### src/rtl/sdram_init_pkg.sv
package sdram_init_pkg;

  typedef enum logic [3:0] {
    CMD_LMR = 4'b0000,
    CMD_REF = 4'b0001,
    CMD_PRE = 4'b0010,
    CMD_NOP = 4'b0111
  } sdram_cmd_e;

  typedef enum logic [3:0] {
    ST_HOLD,
    ST_PWRUP,
    ST_PREA,
    ST_TRP,
    ST_AREF,
    ST_TRFC,
    ST_LMR,
    ST_TMRD,
    ST_RUN
  } init_state_e;

  localparam int MODE_W = 10;

  typedef struct packed {
    logic       wr_single;
    logic [1:0] op_mode;
    logic [2:0] cas_lat;
    logic       interleave;
    logic [2:0] burst_code;
  } mode_word_t;

  // counter preload so that a wait spans max(cyc,floor) cycles
  function automatic int unsigned wait_load(input int unsigned cyc,
                                            input int unsigned floor);
    return (cyc >= floor) ? (cyc - floor) : 0;
  endfunction

endpackage

### src/rtl/sdram_rst_sync.sv
module sdram_rst_sync (
  input  logic clk,
  input  logic rst_n,
  output logic rst_sync_n
);
  logic stage0_q;
  logic stage1_q;

  always_ff @(posedge clk or negedge rst_n) begin
    if (!rst_n) begin
      stage0_q <= 1'b0;
      stage1_q <= 1'b0;
    end else begin
      stage0_q <= 1'b1;
      stage1_q <= stage0_q;
    end
  end

  assign rst_sync_n = stage1_q;
endmodule

### src/rtl/sdram_init_timer.sv
module sdram_init_timer #(
  parameter int CNT_W = 16
) (
  input  logic             clk,
  input  logic             rst_n,
  input  logic             load_en,
  input  logic [CNT_W-1:0] load_val,
  output logic             expired
);
  logic [CNT_W-1:0] cnt_q;
  logic [CNT_W-1:0] cnt_d;
  logic             cnt_en;

  always_comb begin
    cnt_en = load_en | (cnt_q != '0);
    cnt_d  = load_en ? load_val : (cnt_q - 1'b1);
  end

  always_ff @(posedge clk or negedge rst_n) begin
    if (!rst_n) begin
      cnt_q <= '0;
    end else if (cnt_en) begin
      cnt_q <= cnt_d;
    end
  end

  assign expired = (cnt_q == '0);
endmodule

### src/rtl/sdram_init_fsm.sv
module sdram_init_fsm
  import sdram_init_pkg::*;
#(
  parameter int CNT_W         = 16,
  parameter int TW            = 8,
  parameter int NUM_REF       = 2,
  parameter int MIN_REF_PHASE = 128
) (
  input  logic             clk,
  input  logic             rst_n,
  input  logic [CNT_W-1:0] cfg_pwrup_cycles,
  input  logic [TW-1:0]    cfg_trp,
  input  logic [TW-1:0]    cfg_trfc,
  input  logic [TW-1:0]    cfg_tmrd,
  input  logic             tmr_expired,
  output logic             tmr_load,
  output logic [CNT_W-1:0] tmr_val,
  output logic [3:0]       cmd,
  output logic             is_prea,
  output logic             is_lmr,
  output logic             done
);
  localparam int RC_W   = $clog2(NUM_REF + 1);
  localparam int PH_W   = $clog2(MIN_REF_PHASE + 1);
  localparam int PH_MAX = MIN_REF_PHASE - 1;

  init_state_e      state_q, state_d;
  logic [RC_W-1:0]  ref_q;
  logic             ref_en;
  logic [PH_W-1:0]  ph_q;
  logic             ph_en;
  logic             ref_enough;
  logic             ph_enough;

  always_comb begin
    ref_en     = (state_q == ST_AREF) && (ref_q != RC_W'(NUM_REF));
    ph_en      = ((state_q == ST_PREA) || (state_q == ST_TRP) ||
                  (state_q == ST_AREF) || (state_q == ST_TRFC)) &&
                 (ph_q != PH_W'(PH_MAX));
    ref_enough = (ref_q == RC_W'(NUM_REF));
    ph_enough  = (ph_q == PH_W'(PH_MAX));
  end

  // next-state and counter preload
  always_comb begin
    state_d  = state_q;
    tmr_load = 1'b0;
    tmr_val  = '0;
    unique case (state_q)
      ST_HOLD: begin
        state_d  = ST_PWRUP;
        tmr_load = 1'b1;
        tmr_val  = CNT_W'(wait_load(32'(cfg_pwrup_cycles), 1));
      end
      ST_PWRUP: if (tmr_expired) state_d = ST_PREA;
      ST_PREA: begin
        state_d  = ST_TRP;
        tmr_load = 1'b1;
        tmr_val  = CNT_W'(wait_load(32'(cfg_trp), 2));
      end
      ST_TRP: if (tmr_expired) state_d = ST_AREF;
      ST_AREF: begin
        state_d  = ST_TRFC;
        tmr_load = 1'b1;
        tmr_val  = CNT_W'(wait_load(32'(cfg_trfc), 2));
      end
      ST_TRFC: begin
        if (tmr_expired) begin
          state_d = (ref_enough && ph_enough) ? ST_LMR : ST_AREF;
        end
      end
      ST_LMR: begin
        state_d  = ST_TMRD;
        tmr_load = 1'b1;
        tmr_val  = CNT_W'(wait_load(32'(cfg_tmrd), 2));
      end
      ST_TMRD: if (tmr_expired) state_d = ST_RUN;
      ST_RUN:  state_d = ST_RUN;
      default: state_d = ST_HOLD;
    endcase
  end

  always_ff @(posedge clk or negedge rst_n) begin
    if (!rst_n) begin
      state_q <= ST_HOLD;
    end else begin
      state_q <= state_d;
    end
  end

  always_ff @(posedge clk or negedge rst_n) begin
    if (!rst_n) begin
      ref_q <= '0;
    end else if (ref_en) begin
      ref_q <= ref_q + 1'b1;
    end
  end

  always_ff @(posedge clk or negedge rst_n) begin
    if (!rst_n) begin
      ph_q <= '0;
    end else if (ph_en) begin
      ph_q <= ph_q + 1'b1;
    end
  end

  // command decode
  always_comb begin
    unique case (state_q)
      ST_PREA: cmd = CMD_PRE;
      ST_AREF: cmd = CMD_REF;
      ST_LMR:  cmd = CMD_LMR;
      default: cmd = CMD_NOP;
    endcase
    is_prea = (state_q == ST_PREA);
    is_lmr  = (state_q == ST_LMR);
    done    = (state_q == ST_RUN);
  end
endmodule

### src/rtl/sdram_mode_word.sv
module sdram_mode_word
  import sdram_init_pkg::*;
#(
  parameter int BL_CODE    = 3,
  parameter int INTERLEAVE = 0,
  parameter int CAS_LAT    = 3,
  parameter int WR_SINGLE  = 0,
  parameter int COL_BITS   = 9,
  parameter int BUS_CODE   = 1,
  parameter int BANK_BITS  = 2,
  parameter int LOW_POWER  = 0,
  parameter int HOST_AW    = 32
) (
  output logic [MODE_W-1:0]  word,
  output logic [HOST_AW-1:0] host_addr
);
  mode_word_t fields;

  always_comb begin
    fields.wr_single  = 1'(WR_SINGLE);
    fields.op_mode    = 2'b00;
    fields.cas_lat    = 3'(CAS_LAT);
    fields.interleave = 1'(INTERLEAVE);
    fields.burst_code = 3'(BL_CODE);
  end

  assign word = fields;

  generate
    if (LOW_POWER != 0) begin : g_lp_shift
      localparam int SHIFT = COL_BITS + BUS_CODE;
      assign host_addr = HOST_AW'(word) << SHIFT;
    end else begin : g_std_shift
      localparam int SHIFT = COL_BITS + BUS_CODE + BANK_BITS;
      assign host_addr = HOST_AW'(word) << SHIFT;
    end
  endgenerate
endmodule

### src/rtl/sdram_pwrup_seq.sv
module sdram_pwrup_seq
  import sdram_init_pkg::*;
#(
  parameter int ADDR_W        = 13,
  parameter int COL_BITS      = 9,
  parameter int BUS_CODE      = 1,
  parameter int BANK_BITS     = 2,
  parameter int LOW_POWER     = 0,
  parameter int HOST_AW       = 32,
  parameter int CNT_W         = 16,
  parameter int TW            = 8,
  parameter int RF_W          = 16,
  parameter int NUM_REF       = 2,
  parameter int MIN_REF_PHASE = 128,
  parameter int BL_CODE       = 3,
  parameter int INTERLEAVE    = 0,
  parameter int CAS_LAT       = 3,
  parameter int WR_SINGLE     = 0
) (
  input  logic                 clk,
  input  logic                 rst_n,
  input  logic [CNT_W-1:0]     cfg_pwrup_cycles,
  input  logic [TW-1:0]        cfg_trp,
  input  logic [TW-1:0]        cfg_trfc,
  input  logic [TW-1:0]        cfg_tmrd,
  input  logic [RF_W-1:0]      cfg_rfsh_clks,
  output logic                 cs_n,
  output logic                 ras_n,
  output logic                 cas_n,
  output logic                 we_n,
  output logic                 cke,
  output logic [BANK_BITS-1:0] ba,
  output logic [ADDR_W-1:0]    addr,
  output logic [HOST_AW-1:0]   mode_host_addr,
  output logic                 init_done,
  output logic                 rfsh_fast,
  output logic [RF_W-5:0]      rfsh_units
);
  localparam int A10 = 10;

  logic               rst_i_n;
  logic               tmr_load;
  logic [CNT_W-1:0]   tmr_val;
  logic               tmr_expired;
  logic [3:0]         cmd;
  logic               is_prea;
  logic               is_lmr;
  logic               done;
  logic               cke_q;
  logic [MODE_W-1:0]  word;
  logic [HOST_AW-1:0] host_word;
  logic               unused_rf_low;

  sdram_rst_sync u_rst_sync (
    .clk        (clk),
    .rst_n      (rst_n),
    .rst_sync_n (rst_i_n)
  );

  sdram_init_timer #(.CNT_W(CNT_W)) u_timer (
    .clk      (clk),
    .rst_n    (rst_i_n),
    .load_en  (tmr_load),
    .load_val (tmr_val),
    .expired  (tmr_expired)
  );

  sdram_init_fsm #(
    .CNT_W         (CNT_W),
    .TW            (TW),
    .NUM_REF       (NUM_REF),
    .MIN_REF_PHASE (MIN_REF_PHASE)
  ) u_fsm (
    .clk              (clk),
    .rst_n            (rst_i_n),
    .cfg_pwrup_cycles (cfg_pwrup_cycles),
    .cfg_trp          (cfg_trp),
    .cfg_trfc         (cfg_trfc),
    .cfg_tmrd         (cfg_tmrd),
    .tmr_expired      (tmr_expired),
    .tmr_load         (tmr_load),
    .tmr_val          (tmr_val),
    .cmd              (cmd),
    .is_prea          (is_prea),
    .is_lmr           (is_lmr),
    .done             (done)
  );

  sdram_mode_word #(
    .BL_CODE    (BL_CODE),
    .INTERLEAVE (INTERLEAVE),
    .CAS_LAT    (CAS_LAT),
    .WR_SINGLE  (WR_SINGLE),
    .COL_BITS   (COL_BITS),
    .BUS_CODE   (BUS_CODE),
    .BANK_BITS  (BANK_BITS),
    .LOW_POWER  (LOW_POWER),
    .HOST_AW    (HOST_AW)
  ) u_mode (
    .word      (word),
    .host_addr (host_word)
  );

  always_ff @(posedge clk or negedge rst_i_n) begin
    if (!rst_i_n) begin
      cke_q <= 1'b0;
    end else if (!cke_q) begin
      cke_q <= 1'b1;
    end
  end

  always_comb begin
    {cs_n, ras_n, cas_n, we_n} = cmd;
    cke            = cke_q;
    ba             = '0;
    addr           = '0;
    if (is_prea) addr[A10] = 1'b1;
    if (is_lmr)  addr[MODE_W-1:0] = word;
    mode_host_addr = is_lmr ? host_word : '0;
    init_done      = done;
    rfsh_fast      = !done;
    rfsh_units     = done ? cfg_rfsh_clks[RF_W-1:4] : (RF_W-4)'(1);
  end

  assign unused_rf_low = ^cfg_rfsh_clks[3:0];
endmodule

### config.mk
export PLATFORM = sky130hd
export DESIGN_NAME = sdram_pwrup_seq
export DESIGN_NICKNAME = d
export VERILOG_FILES = /design/src/rtl/sdram_init_pkg.sv /design/src/rtl/sdram_rst_sync.sv /design/src/rtl/sdram_init_timer.sv /design/src/rtl/sdram_init_fsm.sv /design/src/rtl/sdram_mode_word.sv /design/src/rtl/sdram_pwrup_seq.sv
export SDC_FILE = /design/constraint.sdc
export NUM_CORES = 1
export LEC_CHECK = 0
export BUFFER_PORTS_ARGS = -buffer_cell sky130_fd_sc_hd__clkbuf_2
export CORE_MARGIN = 2
export CORE_UTILIZATION = 30
export CTS_BUF_LIST = sky130_fd_sc_hd__clkbuf_8
export CTS_CLUSTER_SIZE = 14
export DETAILED_ROUTE_END_ITERATION = 10
export SLEW_MARGIN = 20
export SYNTH_ARGS = -nofsm -noshare
export SYNTH_HDL_FRONTEND = slang
export SYNTH_SLANG_ARGS = --single-unit
### constraint.sdc
create_clock -name clk -period 2.58 [get_ports clk]
set_input_delay 0.129 -clock clk [delete_from_list [all_inputs] [get_ports clk]]
set_output_delay 0.129 -clock clk [all_outputs]
set_load 0.01 [all_outputs]
## Word level (Yosys, flattened, before mapping)

Cells that the tools add are included.
W data, S select, Z words.

| storage, ports and cells | value |
|---|---|
| register bits | 33 |
| latch bits | 0 |
| bits in writable memories | 0 |
| memory bits (read-only) | 0 |
| input bits | 58 |
| logic and storage cells | 65 |
| memories kept | 0 |

| cells by class | value |
|---|---|
| add/subtract/negate cells | 7 |
| multiply operators | 0 |
| div/mod/pow operators | 0 |
| order comparisons | 4 |
| equal/unequal tests | 16 |
| shift operators | 0 |
| mux-type cells | 18 |
| bitwise operators | 1 |
| reduce and logical (&&, ||, !) cells | 12 |

Operator list:

| operator | count |
|---|---|
| $mux W16 | 5 |
| $pmux W16 S4 | 1 |
| $pmux W4 S9 | 1 |
| $sub A16 B1 Y16 const B | 2 |
| $sub A8 B2 Y9 const B | 3 |
| $ge A8 B2 Y1 const B | 3 |
| $mux W18 | 1 |
| $eq A4 B3 Y1 const B | 4 |
| $ge A16 B1 Y1 const B | 1 |
| $logic_not A16 Y1 | 1 |
| $mux W4 | 4 |
| $reduce_bool A16 Y1 | 1 |
| $mux W12 | 1 |
| $ne A2 B2 Y1 const B | 5 |
| $pmux W3 S3 | 1 |
| $add A8 B1 Y8 const B | 1 |
| $eq A4 B2 Y1 const B | 2 |
| $eq A8 B7 Y1 const B | 1 |
| $ne A8 B7 Y1 const B | 1 |
| $mux W6 | 1 |
| $eq A4 B1 Y1 const B | 1 |
| $eq A4 B4 Y1 const B | 1 |
| $logic_not A4 Y1 | 1 |
| $reduce_and A4 Y1 | 1 |
| 9 further kinds | 14 |

## Depth between registers and ports, before layout

| logic depth | value |
|---|---|
| depth after elaboration | 5 |
| gate-level depth with buffers | 8 |
| gate-level depth less buffers | 7 |

## Modules after synthesis

Synthesis repeated with hierarchy kept, for this count alone.

| unflattened totals | value |
|---|---|
| cell total of the unflattened synthesis | 443 |
| area, all modules | 3583.4 um^2 |

Modules (own cells, without submodules):

| module | instances | cells an instance | area each (um^2) | sequential area each (um^2) |
|---|---|---|---|---|
| sdram_init_fsm | 1 | 221 | 1717.9 | 350.3 |
| sdram_init_timer | 1 | 107 | 999.7 | 400.4 |
| sdram_pwrup_seq | 1 | 68 | 489.2 | 25.0 |
| sdram_mode_word | 1 | 44 | 322.8 | 0.0 |
| sdram_rst_sync | 1 | 3 | 53.8 | 50.0 |

## Worst setup path before layout

Ideal clock, no wire load.

| path | value |
|---|---|
| path kind | register to register |
| start point | register u_timer.cnt_q[4] |
| end point | register u_timer.cnt_q[12] |
| setup time | 0.086 ns |
| arrival time | 1.832 ns |
| data required time | 2.494 ns |
| slack | 0.663 ns |
| stages on the path, launching flop included | 6 |
| period minus slack after synthesis | 1.917 ns |
| path through | dfrtp_1 > nor4_4 > nand3_4 > or3_1 > or3_1 > a32oi_1 |

| on the way | value |
|---|---|
| longest elaborated chain between the ends | 2 |
| elaborated cells between the ends (all ways) | 4 |

RTL lines:

| element | RTL line | source |
|---|---|---|
| start, declared | sdram_init_timer.sv:10 | `logic [CNT_W-1:0] cnt_q;` |
| start signal, assigned | sdram_init_timer.sv:23 | `cnt_q <= cnt_d;` |
| $sub A16 B1 Y16 / $reduce_bool A16 Y1 (equally long branches) | sdram_init_timer.sv:16, sdram_init_timer.sv:15 |  |
| $mux W16 / $or A1 B1 Y1 (equally long branches) | sdram_init_timer.sv:16, sdram_init_timer.sv:15 |  |

Several ways; a longest one is shown, not always the timed one.
A chain may end at the register's enable or synchronous reset.

## Final worst setup path

| path | value |
|---|---|
| start point | register u_fsm.state_q[3] |
| end point | register u_timer.cnt_q[4] |

| on the way | value |
|---|---|
| longest elaborated chain between the ends | 4 |
| elaborated cells between the ends (all ways) | 9 |

RTL lines:

| element | RTL line | source |
|---|---|---|
| start, declared | sdram_init_fsm.sv:27 | `init_state_e state_q, state_d;` |
| start signal, assigned | sdram_init_fsm.sv:87 | `state_q <= state_d;` |
| $eq A4 B2 Y1, or another cell as far along | sdram_init_fsm.sv:49 | `unique case (state_q)` |
| $reduce_or A4 Y1 (no line) | - |  |
| $mux W1 | sdram_init_fsm.sv:49 |  |
| $mux W16 / $or A1 B1 Y1 (equally long branches) | sdram_init_timer.sv:16, sdram_init_timer.sv:15 |  |

Several ways; a longest one is shown, not always the timed one.

==> results.md <==
- Switching share of total power: 36.5%
- CP bufs+invs: 2
- Leakage dissipation: 1.65 nW
- Clk root buf: clkbuf_8
- Switching pwr: 0.597 mW
- Die X-Extent: 106 um
- First-pass GRT wire length: 12.6 mm
- Max-slew headroom: 60.5%
- Die Y: 106 um
- Core Region: 0.0103 mm^2
- Synth unique cells: 62
- Final wirelength: 7.84 mm
- # setup viols final: 0
- Commonest non-fill, non-tap cell in the layout: clkbuf_2
- Most used DFF post-synth: dfrtp_1
- Layout cell share with drive strength beyond 1: 27.0%
- GR Util All Layers: 13.9%
- Initial antenna violation count: 0
- Worst path top cell family by delay: compound AO/OA/AOI/OAI gates
- Pint: 1.04 mW
- Hpwl dp: 6.27 mm
- Cell taking the most area after synthesis: dfrtp_1
- Antenna Cells: 0
- Final Max Tran Viols: 0
- Final #Nets: 524
- Cell Rows: 37
- F_max: 0.461 GHz
- Reg-to-reg slack, setup: 410 ps
- Top cells by area, synth: dfrtp_1, buf_4, xnor2_1
- Endpoint class of the critical path: flop
- Final period util: 84.1%
- Initial Util: 30.6%
- Fraction of registers with async set/reset: 100%
- Worst Skew: 6.50 ps
- DRC Markers: 0
- Largest net degree at the start of global routing: 32
- Setup_tns: 0 ps
- Synth top area share: 26.2%
- Most frequent cells in the layout: clkbuf_2, conb_1, dfrtp_1
- Worst R2R Start: u_fsm.state_q[3]$_DFFE_PN0P_
- Sequential element share of the synthesized area: 26.2%
- Worst r2r dst: u_timer.cnt_q[4]$_DFFE_PN0P_
- Die Area: 0.0113 mm^2
- First-pass DRT Iterations: 4
- Port bufs: 80
- RSZ-0062 raised after global routing: false
- Combinational power share: 31.9%
- Slowest stage cell, crit path: a2111oi_0
- H-tree levels: 2
- Crit path cell chain: buf_4, nor2_2, nand3b_1, inv_1, o31ai_2, a21oi_1, a2111oi_0, a21oi_1
- Status: completed
- Reg clk slew, reported paths: 70 ps
- Sequential Power Share: 44.6%
- Insertion delay to the later sink of the worst-skew pair: 290 ps
- #FFs+latches synth: 33
- Placed Area: 0.00354 mm^2
- Measured slew at the worst slew-check pin: 577 ps
- Post-CTS setup buffers: 0
- CTS max path bufs: 2
- Critical Path RT: 2730 ps
- Post-cts resize count: 0
- Kind of critical path: flop to flop
- Iter 0 DRT Violations: 136
- DR vias: 2985
- Ys Warns: 0
- Ports: 124
- Clock net sink count: 33
- Fin area: 0.00364 mm^2
- Crit start category: flop
- Most common cell on crit path: a21oi_1
- Syn-to-layout area delta: 15.6%
- Cell Area, Synth: 0.00315 mm^2
- Avg Cell Area, Syn: 8.31 um^2
- CP max FO: 14
- Hold_buf cts: 1
- Grt ovf: 0
- Max Cap Violations: 0
- WL per Instance: 13.2 um
- EDFF count, synth: 0
- ANT nets after route: 0
- Hold crit path type: input pin to asynchronous set/reset pin
- Final min period: 2170 ps
- Peak VDD IR: 0.000224 V
- CP arrival: 2320 ps
- Reg2Reg Depth: 8
- Placer Congestion: 0.904
- Vias in the first global route: 2660
- Clock power share: 23.5%
- Crit path largest cell delay: 570 ps
- Synth Instances: 379
- Post-DR vias/cell: 5.02
- CTS Buf Count: 5
- Hold Vio Cnt, Final: 0
- CTS tree: built
- Pwr/cell area: 450 mW/mm^2
-- flip-flops by register name, summed over array words and instances (netlist names) --
register	count
u_fsm.ph_q	8
u_fsm.ref_q	2
u_timer.cnt_q	16
u_rst_sync.stage0_q	1
cke	1
u_rst_sync.rst_sync_n	1
u_fsm.state_q	4
-- through the flow --
step / hold slack, ps / setup slack (ps) / total power [mW] / instances / utilization [%]
final: 150 / 411 / 1.64 / 595 / 35.4
after global routing: 144 / 268 / 1.76 / 595 / 35.4
after CTS: 141 / 433 / 1.65 / 595 / 35.4
after detailed placement: -81.6 / 263 / 1.25 / 586 / 34.5
after global placement: -83.7 / 308 / 1.23 / 586 / 34.5
after floorplan: -167 / 663 / 1.11 / 418 / -
-- layout make-up --
type,instances,area [um^2]
clock inverters,3,17.5
multi-input cells,307,1990
well taps,136,170
fillers,1093,6640
flip-flops and latches,33,826
repair buffers,92,493
clock buffers,5,68.8
inverters,19,71.3
-- worst max path at each step --
stage / cells after the start / start / to
global route: 8 / u_fsm.state_q[3]$_DFFE_PN0P_ / u_timer.cnt_q[4]$_DFFE_PN0P_
global placement: 8 / cfg_trp[1] / u_timer.cnt_q[4]$_DFFE_PN0P_
CTS: 8 / u_fsm.state_q[3]$_DFFE_PN0P_ / u_timer.cnt_q[4]$_DFFE_PN0P_
detailed placement: 8 / cfg_trp[1] / u_timer.cnt_q[4]$_DFFE_PN0P_
floorplan: 5 / u_timer.cnt_q[4]$_DFFE_PN0P_ / u_timer.cnt_q[12]$_DFFE_PN0P_
finish: 8 / u_fsm.state_q[3]$_DFFE_PN0P_ / u_timer.cnt_q[4]$_DFFE_PN0P_
-- synthesized netlist by cell type, types with 4 or more instances --
cell,instances
nor4_1,8
and3_1,14
nor3b_1,6
or4_1,6
o21ai_0,12
buf_4,48
xor2_1,9
inv_1,19
mux2_2,4
ha_1,8
xnor2_1,24
nand3_1,7
nor3_1,9
clkbuf_1,7
a211oi_1,5
nor2_1,16
nand4_1,4
nand2_1,25
nand2b_1,5
dfrtp_1,33
nor4b_1,4
a2111oi_0,4
or3_1,10
a21oi_1,29
o31ai_1,6
-- power groups by stage --
stage / Clock (mW) / Sequential [mW] / Combinational, mW
finish: 0.385 / 0.730 / 0.521
detailed placement: 0 / 0.734 / 0.514
floorplan: 0 / 0.718 / 0.396
CTS: 0.405 / 0.726 / 0.520
global route: 0.429 / 0.743 / 0.585
global placement: 0 / 0.729 / 0.500
-- cells by family after synthesis --
logic type / Yosys count / synth area share, %
compound gates: 83 / 17.8
xor+xnor: 33 / 9.18
fa+ha+maj: 8 / 3.18
buf+inv: 78 / 15.1
flops: 33 / 26.2
mux: 4 / 1.43
other cells: 2 / 0.238
simple gates: 138 / 26.9
-- per-layer routing --
layer	vias up	part of all wire [%]	track usage, %
met5	-	0	0
met4	0	1.8	4.92
met1	1387	47	18.9
met2	135	43	22.0
li1	1452	-	-
met3	11	7.7	2.82
-- worst reg2reg max path: stages, from the launching register on --
cell	delay, ps
dfrtp_1	530
buf_4	230
nor2_2	50
nand3b_1	170
inv_1	140
o31ai_2	120
a21oi_1	80
a2111oi_0	570
a21oi_1	140
(Power assumes the default switching activity.)
